**config.mk**
```make
export PLATFORM = sky130hd
export DESIGN_NAME = bank_map_unit
export DESIGN_NICKNAME = d
export VERILOG_FILES = /design/src/rtl/bank_map_unit.sv
export SDC_FILE = /design/constraint.sdc
export NUM_CORES = 1
export LEC_CHECK = 0
export ABC_AREA = 1
export BUFFER_PORTS_ARGS = -buffer_cell sky130_fd_sc_hd__buf_2
export CAP_MARGIN = 10
export CORE_MARGIN = 1.5
export CORE_UTILIZATION = 57
export DETAILED_ROUTE_END_ITERATION = 10
export GPL_TIMING_DRIVEN = 0
export PLACE_DENSITY = 0.88
export SLEW_MARGIN = 20
export SYNTH_ARGS = -nofsm -noshare
export SYNTH_HDL_FRONTEND = slang
export SYNTH_SLANG_ARGS = --single-unit
```
**constraint.sdc**
```tcl
create_clock -name clk -period 4.9 [get_ports clk]
set_clock_uncertainty 0.2 [all_clocks]
set_input_delay 0.735 -clock clk [delete_from_list [all_inputs] [get_ports clk]]
set_output_delay 0.735 -clock clk [all_outputs]
set_load 0.01 [all_outputs]
```
**src/rtl/bank_map_unit.sv**
```systemverilog
module bank_map_unit #(
  parameter int ADDR_W = 16,
  parameter int BLK_W  = 6,
  parameter int WIN_W  = 3
) (
  input  logic                            clk,
  input  logic                            rst_n,
  input  logic                            io_port,
  input  logic                            io_wr,
  input  logic                            io_rd,
  input  logic [7:0]                      io_wdata,
  output logic [7:0]                      io_rdata,
  input  logic                            mem_req,
  input  logic                            mem_fetch,
  input  logic                            mem_write,
  input  logic [ADDR_W-1:0]               mem_addr,
  input  logic                            blank,
  input  logic [7:0]                      mem_rdata_in,
  output logic [7:0]                      mem_rdata_out,
  output logic                            mem_we,
  output logic [BLK_W-1:0]                phys_block,
  output logic [BLK_W+ADDR_W-WIN_W-1:0]   phys_addr,
  output logic [3:0]                      region,
  output logic [1:0]                      wait_cnt,
  output logic                            fetch_fault,
  output logic                            stall
);
  localparam int NWIN   = 1 << WIN_W;
  localparam int OFS_W  = ADDR_W - WIN_W;
  localparam int BOOT_N = 2;

  localparam logic [3:0] RG_MAIN = 4'd0, RG_EXT = 4'd1, RG_PLN = 4'd2, RG_XPLN = 4'd3,
                         RG_RMW = 4'd4, RG_BOOT = 4'd5, RG_TXT = 4'd6, RG_CHR = 4'd7,
                         RG_DICT = 4'd8, RG_COMM = 4'd9, RG_NONE = 4'd10;

  logic [NWIN-1:0][BLK_W-1:0] map_q;
  logic [WIN_W-1:0]           idx_q;
  logic                       data_acc, data_wr, idx_wr;
  logic [WIN_W-1:0]           win;
  logic                       is_video;

  assign data_acc = io_port & (io_wr | io_rd);
  assign data_wr  = io_port & io_wr;
  assign idx_wr   = ~io_port & io_wr;

  always_ff @(posedge clk or negedge rst_n) begin
    if (!rst_n) begin
      idx_q <= '0;
      for (int w = 0; w < NWIN; w++)
        map_q[w] <= (w < BOOT_N) ? BLK_W'(6'h34 + w) : BLK_W'(w);
    end else begin
      if (idx_wr)
        idx_q <= io_wdata[WIN_W-1:0];
      else if (data_acc)
        idx_q <= idx_q + 1'b1;
      if (data_wr)
        map_q[idx_q] <= io_wdata[BLK_W-1:0];
    end
  end

  assign io_rdata = 8'(map_q[idx_q]);

  assign win        = mem_addr[ADDR_W-1:OFS_W];
  assign phys_block = map_q[win];
  assign phys_addr  = {phys_block, mem_addr[OFS_W-1:0]};

  always_comb begin
    if      (phys_block <= BLK_W'(6'h0F)) region = RG_MAIN;
    else if (phys_block <= BLK_W'(6'h1F)) region = RG_EXT;
    else if (phys_block <= BLK_W'(6'h27)) region = RG_PLN;
    else if (phys_block <= BLK_W'(6'h2F)) region = RG_XPLN;
    else if (phys_block <= BLK_W'(6'h33)) region = RG_RMW;
    else if (phys_block <= BLK_W'(6'h37)) region = RG_BOOT;
    else if (phys_block == BLK_W'(6'h38)) region = RG_TXT;
    else if (phys_block == BLK_W'(6'h39)) region = RG_CHR;
    else if (phys_block == BLK_W'(6'h3A)) region = RG_DICT;
    else if (phys_block == BLK_W'(6'h3B)) region = RG_NONE;
    else                                  region = RG_COMM;
  end

  always_comb begin
    case (region)
      RG_PLN, RG_XPLN, RG_TXT: wait_cnt = 2'd1;
      RG_RMW, RG_CHR:          wait_cnt = 2'd2;
      RG_NONE:                 wait_cnt = 2'd0;
      default:                 wait_cnt = mem_fetch ? 2'd1 : 2'd0;
    endcase
  end

  assign is_video = (region == RG_PLN) | (region == RG_XPLN) | (region == RG_RMW) |
                    (region == RG_TXT) | (region == RG_CHR);

  assign fetch_fault   = mem_req & mem_fetch & is_video;
  assign stall         = mem_req & is_video & ~blank;
  assign mem_rdata_out = (region == RG_NONE) ? 8'hFF : mem_rdata_in;
  assign mem_we        = mem_req & mem_write & (region != RG_NONE);


  idx_load_chk: assert property (@(posedge clk) disable iff (!rst_n)
    idx_wr |=> idx_q == $past(io_wdata[WIN_W-1:0]));


  idx_step_chk: assert property (@(posedge clk) disable iff (!rst_n)
    data_acc && !idx_wr |=> idx_q == WIN_W'($past(idx_q) + 1'b1));


  map_hold_chk: assert property (@(posedge clk) disable iff (!rst_n)
    !io_wr |=> $stable(map_q));


  fault_wait_chk: assert property (@(posedge clk) disable iff (!rst_n)
    fetch_fault |-> wait_cnt != 2'd0);


  stall_blank_chk: assert property (@(posedge clk) disable iff (!rst_n)
    stall |-> !blank && mem_req);
endmodule

```
==> results of run 1 <==
## state kept, by name (all words and copies together) (netlist names)
register	cells
map_q	48
idx_q	3
## cell type report
class                      instances  area, um2  area share, %
timing repair buffer              72        363           9.12
clock buffer                       6       82.6           2.08
inverter                          83        317           7.96
multi-input combinational        312       1550           39.0
clock inverter                     2       16.3          0.409
buffer                            37        256           6.45
tap                               75       93.8           2.36
sequential                        51       1300           32.7
## cell usage in the layout (no fill, tap or decap)
cell type	count
sky130_fd_sc_hd__a22oi_1	4
sky130_fd_sc_hd__o22ai_1	10
sky130_fd_sc_hd__buf_4	23
sky130_fd_sc_hd__buf_2	75
sky130_fd_sc_hd__clkinv_1	1
sky130_fd_sc_hd__nor2_8	2
sky130_fd_sc_hd__a211oi_2	1
sky130_fd_sc_hd__nor3_2	3
sky130_fd_sc_hd__o211ai_1	2
sky130_fd_sc_hd__dfstp_2	18
sky130_fd_sc_hd__buf_6	4
sky130_fd_sc_hd__a21oi_1	4
sky130_fd_sc_hd__a221oi_1	6
sky130_fd_sc_hd__nand2_2	8
sky130_fd_sc_hd__ha_1	1
sky130_fd_sc_hd__nand2_1	149
sky130_fd_sc_hd__nor2_2	3
sky130_fd_sc_hd__nand3_1	37
sky130_fd_sc_hd__clkinv_4	1
sky130_fd_sc_hd__nand3_2	5
sky130_fd_sc_hd__o2111ai_1	4
sky130_fd_sc_hd__conb_1	2
sky130_fd_sc_hd__clkbuf_8	6
sky130_fd_sc_hd__dfrtp_1	33
sky130_fd_sc_hd__nor2_1	12
sky130_fd_sc_hd__clkbuf_1	7
sky130_fd_sc_hd__clkinvlp_4	1
sky130_fd_sc_hd__o21ai_0	52
sky130_fd_sc_hd__inv_1	81
sky130_fd_sc_hd__o21ai_2	1
sky130_fd_sc_hd__nand4_4	1
sky130_fd_sc_hd__inv_6	1
sky130_fd_sc_hd__o21ai_1	2
sky130_fd_sc_hd__nand2_4	1
sky130_fd_sc_hd__a31oi_1	2
## power groups by stage
stage | Sequential (mW) | Clock (mW) | Combinational (mW)
CTS | 0.804 | 0.264 | 0.829
floorplan | 0.758 | 0 | 0.592
finish | 0.815 | 0.260 | 0.839
global route | 0.831 | 0.283 | 0.947
detailed placement | 0.811 | 0 | 0.825
global placement | 0.798 | 0 | 0.798
## path summary, 6_finish.rpt
check	from	slack (ns)	to
max	mem_addr[14]	1.75	mem_rdata_out[0]
min	rst_n	0.22	map_q[20]
max reg2reg	idx_q[2]	2.80	map_q[34]
max in group asynchronous	rst_n	3.85	map_q[36]
min in group clk	map_q[12]	0.30	map_q[12]
min reg2reg	map_q[12]	0.30	map_q[12]
## critical path, stage by stage
cell and delay [ns]:
sky130_fd_sc_hd__buf_2 0.12, sky130_fd_sc_hd__inv_1 0.08, sky130_fd_sc_hd__buf_2 0.24, sky130_fd_sc_hd__nand3_1 0.15, sky130_fd_sc_hd__nand3_1 0.11, sky130_fd_sc_hd__nand2_2 0.13
sky130_fd_sc_hd__nor2_8 0.15, sky130_fd_sc_hd__nand4_4 0.17, sky130_fd_sc_hd__nand2_1 0.18, sky130_fd_sc_hd__buf_2 0.15
## layer usage
layer,routed length (um),share of wire (%),GRT usage (%),vias to the layer above
met5,0,0,0,-
met4,388,4.2,14.5,0
met3,976,11,4.77,39
met2,4160,45,47.1,250
met1,3760,40,41.1,1527
li1,-,-,-,1671
## cell families after synthesis
kind of cell               count (synthesis)
other                                      1
adders and majority gates                  1
AOI/OAI and AO/OA                         88
buffers and inverters                    120
and+or+nand+nor                          221
DFF                                       51
==> results.md, run 1 <==
Synthesis:
- The share of the Yosys chip area taken by registers is 38.0%.
- Summing the areas of all xor and xnor instances in the mapped netlist gives 0% of the synthesized area.
- For this run, the leading register cell type out of synthesis is sky130_fd_sc_hd__dfrtp_1.
- Summing the areas of all compound-gate instances in the mapped netlist gives 15.2% of the synthesized area.
- The biggest area contributor in the post-synthesis netlist is sky130_fd_sc_hd__dfrtp_1.
- The proportion of synthesized area in mux cells is 0%.
- A synthesized cell averages 7.09 um2.
- After synthesis, the largest family of logic cells by area is simple AND/OR/NAND/NOR gates.
- For this run, asynchronously set or reset flops after synthesis account for 100%.
- Of the total synthesized cell area, the portion taken by full adders, half adders and majority gates is 0.366%.
- Summing the areas of all and, or, nand and nor instances in the mapped netlist gives 29.6% of the synthesized area.
- In the post-synthesis netlist, the biggest area contributors are sky130_fd_sc_hd__dfrtp_1, sky130_fd_sc_hd__nand2_1, sky130_fd_sc_hd__dfstp_2, sky130_fd_sc_hd__inv_1, sky130_fd_sc_hd__o21ai_0.
- After technology mapping, the gate count stands at approximately 480.
- Yosys printed 0 warnings.
- The leading cell type by number of instances after synthesis is sky130_fd_sc_hd__nand2_1.
- After synthesis the netlist holds a flip-flop and latch count of 51.
- The area share of the largest cell type after synthesis is between 20% and 30%.
- Counting flops with a built-in enable in the synthesized netlist gives 0.
- The commonest cells after synthesis are sky130_fd_sc_hd__nand2_1, sky130_fd_sc_hd__inv_1, sky130_fd_sc_hd__o21ai_0.
- The number of different library cells used by synthesis comes to 32.
- The mapped netlist covers 0.00342 mm2.

Routing:
- The number of detailed-route iterations in the first pass is 7.
- Wires add up to 9280 um.
- The final route contains 3487 vias.
- The average wire per standard cell is approximately 15 um.
- The post-detailed-route via-to-cell ratio is 5.47.
- The first routing iteration left 428 violations.
- The detail route stage leaves a number of antenna-violating nets equal to 0.
- The remaining routing DRC violations is 0.

Die:
- The number of rows created at floorplan is 28.
- From left edge to right edge, the die measures 80.4 um.
- In this run the standard cell core region covers 0.00585 mm2.
- Pin placement for this block handled 91 I/O pins.
- The die covers 0.00647 mm2.
- The starting density of the core is 58.4%.
- The die boundary height is 80.4 um.

Global routing:
- The overall fraction of global-route tracks in use is 30.3%.
- Summed over all layers, the global routing overflow is 0.
- Entering global routing, the biggest net connects 52 pins.
- The via count of the first global-routing pass is slightly above 3000.
- The initial antenna violation count is 0.
- The first global-routing pass estimated 14900 um of wire.

Flow run:
- Max-cap violations in this run came to 0.

Pwr:
- The worst supply voltage drop on vdd is 0.000311 V.
- The switching power summed over all nets is a little over 0.8 mW.
- The portion of total power attributed to the clock network is 13.6%.
- The fraction of power consumed by sequential logic is 42.6%.
- The share of total power in combinational logic is 43.8%.
- In this run switching power makes up 42.6% of total power.
- Summing internal, switching and leakage power gives about 1.9 mW.
- Internal power comes to 1.10 mW.
- The cell leakage power is 2.16 nW.
- The power density relative to cell area is roughly 480 mW/mm2.

Timing:
- At the pin with the least slew margin, the transition time is just over 0.6 ns.
- The share of the cycle needed by the critical path after routing is 64.3%.
- The final worst hold slack is 0.224 ns.
- After routing, the total negative slack on setup checks comes to 0 ns.
- Setup repair after global routing left no endpoint under its margin.
- The hold violation total from the final report is 0.
- In this run the tightest slew margin relative to its limit is 58.4%.
- The final critical delay including setup and external delays is around 3.2 ns.
- The total count of max-transition violations in the final report was 0.
- Setup violations remaining at the end of the flow were counted as 0.
- The highest clock rate is 317 MHz.
- After layout, the worst setup slack is 1.75 ns.

Final layout:
- After routing the design area is 0.00398 mm2.
- The fraction of the core area covered by cells at the end of the flow is 68.0%.
- Leaving out filler cells and counting taps, the final layout contains 638.
- The net count of the finished layout is 604.
- Fill cells in the final layout number between 500 and 600.
- The number of diodes added for antenna fixing is 0.
- The area growth from synthesis to layout is 16.4%.
- In the final layout, the share of cells above drive strength 1 is 27.4%.

CTS:
- The register clock-pin slew on the reported worst setup and hold paths is 0.10 ns.
- In this run, post-CTS hold repair placed 0 buffers.
- The cell sitting at the root of the clock tree is a sky130_fd_sc_hd__clkbuf_8.
- The clock network latency to the later pin of the worst-skew pair is 0.30 ns.
- The total setup buffers inserted after CTS is 0.
- In this run the deepest clock path goes through 2 buffers.
- TritonCTS built the clock tree.
- The number of buffers created by CTS is 5.
- After clock tree synthesis, the repair step resized 0 gates.
- For this design, the sink count on the clock tree is 51.
- The maximum level of the CTS H-tree is 2.

Place:
- The weighted congestion reported at the end of routability-driven placement is 0.993.
- During placement, the flow inserted port buffers numbering 72.
- Before CTS, the worst setup slack after placement is 1.82 ns.
- The final HPWL from detailed placement is 7130 um.
- The number of cells in the design after placement is 630.
- After detailed placement, the total cell area comes to around 0.0039 mm2.

Critical path:
- The maximum net fanout on the critical path is 10.
- The data required time at the worst endpoint is roughly 4.0 ns.
- The number of cells on the worst reg-to-reg path is 7.
- The startpoint type of the worst setup path is an input port.
- STA classifies the critical path endpoint as a primary output.
- The critical path class is in -> out.
- Data on the critical path arrives at its endpoint at approximately 2.2 ns.

Status:
- The run finished with clean final reports.

Worst hold path:
- The kind of path behind the tightest hold check is in -> async.
(Power assumes the default switching activity.)
==> run 2: changes to the inputs <==
--- a/config.mk
+++ b/config.mk
@@ -9,10 +9,10 @@
 export BUFFER_PORTS_ARGS = -buffer_cell sky130_fd_sc_hd__buf_2
 export CAP_MARGIN = 10
 export CORE_MARGIN = 1.5
-export CORE_UTILIZATION = 57
+export CORE_UTILIZATION = 53
 export DETAILED_ROUTE_END_ITERATION = 10
 export GPL_TIMING_DRIVEN = 0
-export PLACE_DENSITY = 0.88
+export PLACE_DENSITY = 0.83
 export SLEW_MARGIN = 20
 export SYNTH_ARGS = -nofsm -noshare
 export SYNTH_HDL_FRONTEND = slang
==> constraint.sdc (replaced) <==
create_clock -name clk -period 3.3 [get_ports clk]
set_clock_uncertainty 0.2 [all_clocks]
set_input_delay 0.495 -clock clk [delete_from_list [all_inputs] [get_ports clk]]
set_output_delay 0.495 -clock clk [all_outputs]
set_load 0.01 [all_outputs]
==> results.md, run 2 (synthesized netlist as in run 1, its figures left out) <==
Timing:
- The highest clock rate is 362 MHz.
- The final critical-path setup slack came to 0.534 ns (-1.22 ns).
- The hold violation total from the final report is 12 (+12).
- The total count of max-transition violations in the final report is 0 (unchanged).
- The share of the cycle needed by the critical path after routing is a little over four fifths.
- The actual slew at the worst max-slew pin is 0.634 ns (+0.0100 ns).
- The number of setup violations in the final report is 0 (unchanged).
- The final worst hold slack is -0.0164 ns (-0.241 ns).
- Counting I/O delays and the setup requirement, the final critical path takes 2.77 ns.
- The relative slew slack is 57.8% (-0.67 points).
- The setup TNS came to 0 ns (unchanged).
- Setup repair after global routing left no endpoint under its margin.

Global routing:
- The initial antenna violation count is 0 (unchanged).
- The overall fraction of global-route tracks in use is 26.5% (-3.8 points).
- The first-pass GRT wire length was 15000 um (+0.56%).
- The total global routing overflow is 0 (unchanged).
- The via count of the first global-routing pass is 3163 (+2.2%).
- The maximum number of pins on one net before global-route repair came to 52 (unchanged).

CTS:
- The number of buffers created by CTS came to 5 (unchanged).
- The number of gates resized after CTS came to 0 (unchanged).
- The count of hold buffers inserted by post-cts repair is 0 (unchanged).
- The maximum root-to-sink buffer count came to 2 (unchanged).
- The total setup buffers inserted after CTS came to 0 (unchanged).
- The register clock-pin slew on the reported worst setup and hold paths was 0.10 ns (about the same).
- CTS placed an instance of sky130_fd_sc_hd__clkbuf_8 at the clock tree root.
- TritonCTS built the clock tree.
- The count of clock tree sinks is 51 (unchanged).
- The maximum level of the CTS H-tree is 2 (unchanged).
- The clock network latency to the later pin of the worst-skew pair was 0.31 ns (about the same).

Worst hold path:
- The worst hold path belongs to the class in -> async.

Routing:
- The violation count after the first detailed-routing iteration is 355 (-17%).
- The number of detailed-route iterations in the first pass came to 7 (unchanged).
- The remaining routing DRC violations was 0 (unchanged).
- The average wire per standard cell is 14.1 um (-3.3%).
- The post-detailed-route via-to-cell ratio is 5.35 (-2.1%).
- The total wire length after detailed routing was 9000 um (-3.0%).
- The total number of vias is 3426 (-1.7%).
- The post-detailed-route count of antenna-violating nets came to 0 (unchanged).

Final layout:
- The final-layout fill cell count is 548 (+7.5%).
- The top cell types in the final layout, fill and taps aside, are sky130_fd_sc_hd__nand2_1, sky130_fd_sc_hd__inv_1, sky130_fd_sc_hd__buf_2.
- The flip-flop count of the largest register, all copies and words added is 48 (unchanged).
- The growth of design area from synthesis to finish is 17.5%.
- The largest registers in the layout are map_q (48), idx_q (3).
- The largest register by flop count is map_q.
- The net count of the finished layout was 604 (unchanged).
- The total non-filler cell area in the finished layout came to 0.00402 mm2 (+1.0%).
- The number of diodes added for antenna fixing is 0 (unchanged).
- The most common cell after layout, fill and taps aside is sky130_fd_sc_hd__nand2_1.
- The ratio of cells with drive above 1 in the final layout is 27.4% (unchanged).

Critical path:
- STA classifies the critical path endpoint as a primary output.
- The maximum net fanout on the critical path is 6 (-4).
- The number of cells on the worst reg-to-reg path is 5 (-2).
- The critical path ends at io_rdata[5].
- The data required time at the worst endpoint is 2.60 ns (-1.36 ns).
- The worst endpoint data arrival time is 2.07 ns (-0.15 ns).
- The startpoint type of the worst setup path is a register.
- The capturing point of the worst reg2reg path is map_q[22].
- The critical path startpoint is idx_q[2].
- The slack of the worst reg-to-reg path is 1.28 ns (-1.52 ns).
- The worst register-to-register path begins at idx_q[2].
- The critical path class is reg -> out.

Place:
- The worst setup slack after placement is 0.703 ns (-1.12 ns).
- The weighted congestion reported at the end of routability-driven placement is 0.938 (-5.5%).
- The final HPWL from detailed placement is 7040 um (-1.3%).
- The placed cell area is 0.00388 mm2 (about the same).
- The number of buffer cells added on primary ports was 72 (unchanged).

Die:
- The number of rows created at floorplan came to 29 (+3.6%).
- The area of the die is 0.00694 mm2 (+7.3%).
- The number of I/O pins was 91 (unchanged).
- The die boundary width is 83.3 um (+3.6%).
- The area of the placeable core came to 0.00628 mm2 (+7.3%).
- The starting density of the core came to 54.5% (-4.0 points).
- The die boundary height is 83.3 um (+3.6%).

Pwr:
- The power density relative to cell area is 737 mW/mm2 (+53%).
- The overall power of the completed layout is 2.96 mW (+55%).
- The cell leakage power was 2.18 nW (+0.79%).
- The worst supply voltage drop on vdd is 0.000366 V (+18%).

Flow run:
- The number of violations of the max-capacitance limit is 0 (unchanged).

Status:
- The run finished, with violations left.
- The checks that failed: hold timing.
## run 2: how the worst min path moves through the flow
stage / cells past startpoint / to / slack (ns)
global placement: 2 / map_q[24] / 0.27
floorplan: 0 / idx_q[0] / -0.0006
detailed placement: 2 / map_q[40] / 0.28
finish: 1 / map_q[20] / -0.02
global route: 1 / map_q[20] / 0.04
CTS: 1 / map_q[20] / 0.21
## run 2: layer usage
metal  vias to the layer above  wire [um]  GRT usage, %
met5                         -          0             0
met1                      1536       3740          34.5
met3                        27        796          3.98
met2                       194       4070          43.6
li1                       1669          -             -
met4                         0        396          12.3
## run 2: critical path, stage by stage, from the launching register on
cell and delay [ns]:
sky130_fd_sc_hd__dfrtp_1 0.47, sky130_fd_sc_hd__inv_1 0.14, sky130_fd_sc_hd__nor3_2 0.38, sky130_fd_sc_hd__inv_1 0.20, sky130_fd_sc_hd__o22ai_1 0.17, sky130_fd_sc_hd__a21oi_1 0.06
sky130_fd_sc_hd__o211ai_1 0.14, sky130_fd_sc_hd__buf_2 0.19
## run 2: layout make-up
type | instances | area (um2) | share of cell area (%)
multi-input cells | 312 | 1550 | 38.6
clock inverters | 3 | 67.6 | 1.68
well taps | 77 | 96.3 | 2.40
plain buffers | 37 | 256 | 6.38
clock buffers | 5 | 68.8 | 1.71
repair buffers | 72 | 363 | 9.03
flip-flops and latches | 51 | 1300 | 32.3
inverters | 83 | 317 | 7.88
## run 2: metrics by stage
stage / utilization [%] / std cells
2_1_floorplan: - / 483
3_3_place_gp: 61.8 / 632
3_5_place_dp: 61.8 / 632
4_1_cts: 64.0 / 640
5_1_grt: 64.0 / 640
6_report: 64.0 / 640
## run 2: power by group
group / total [mW] / internal [mW] / switching (mW) / leakage (nW)
Clock: 0.524 / 0.302 / 0.221 / 0.0644
Combinational: 1.25 / 0.468 / 0.778 / 1.52
Sequential: 1.19 / 0.990 / 0.201 / 0.594
Total: 2.96 / 1.76 / 1.20 / 2.18
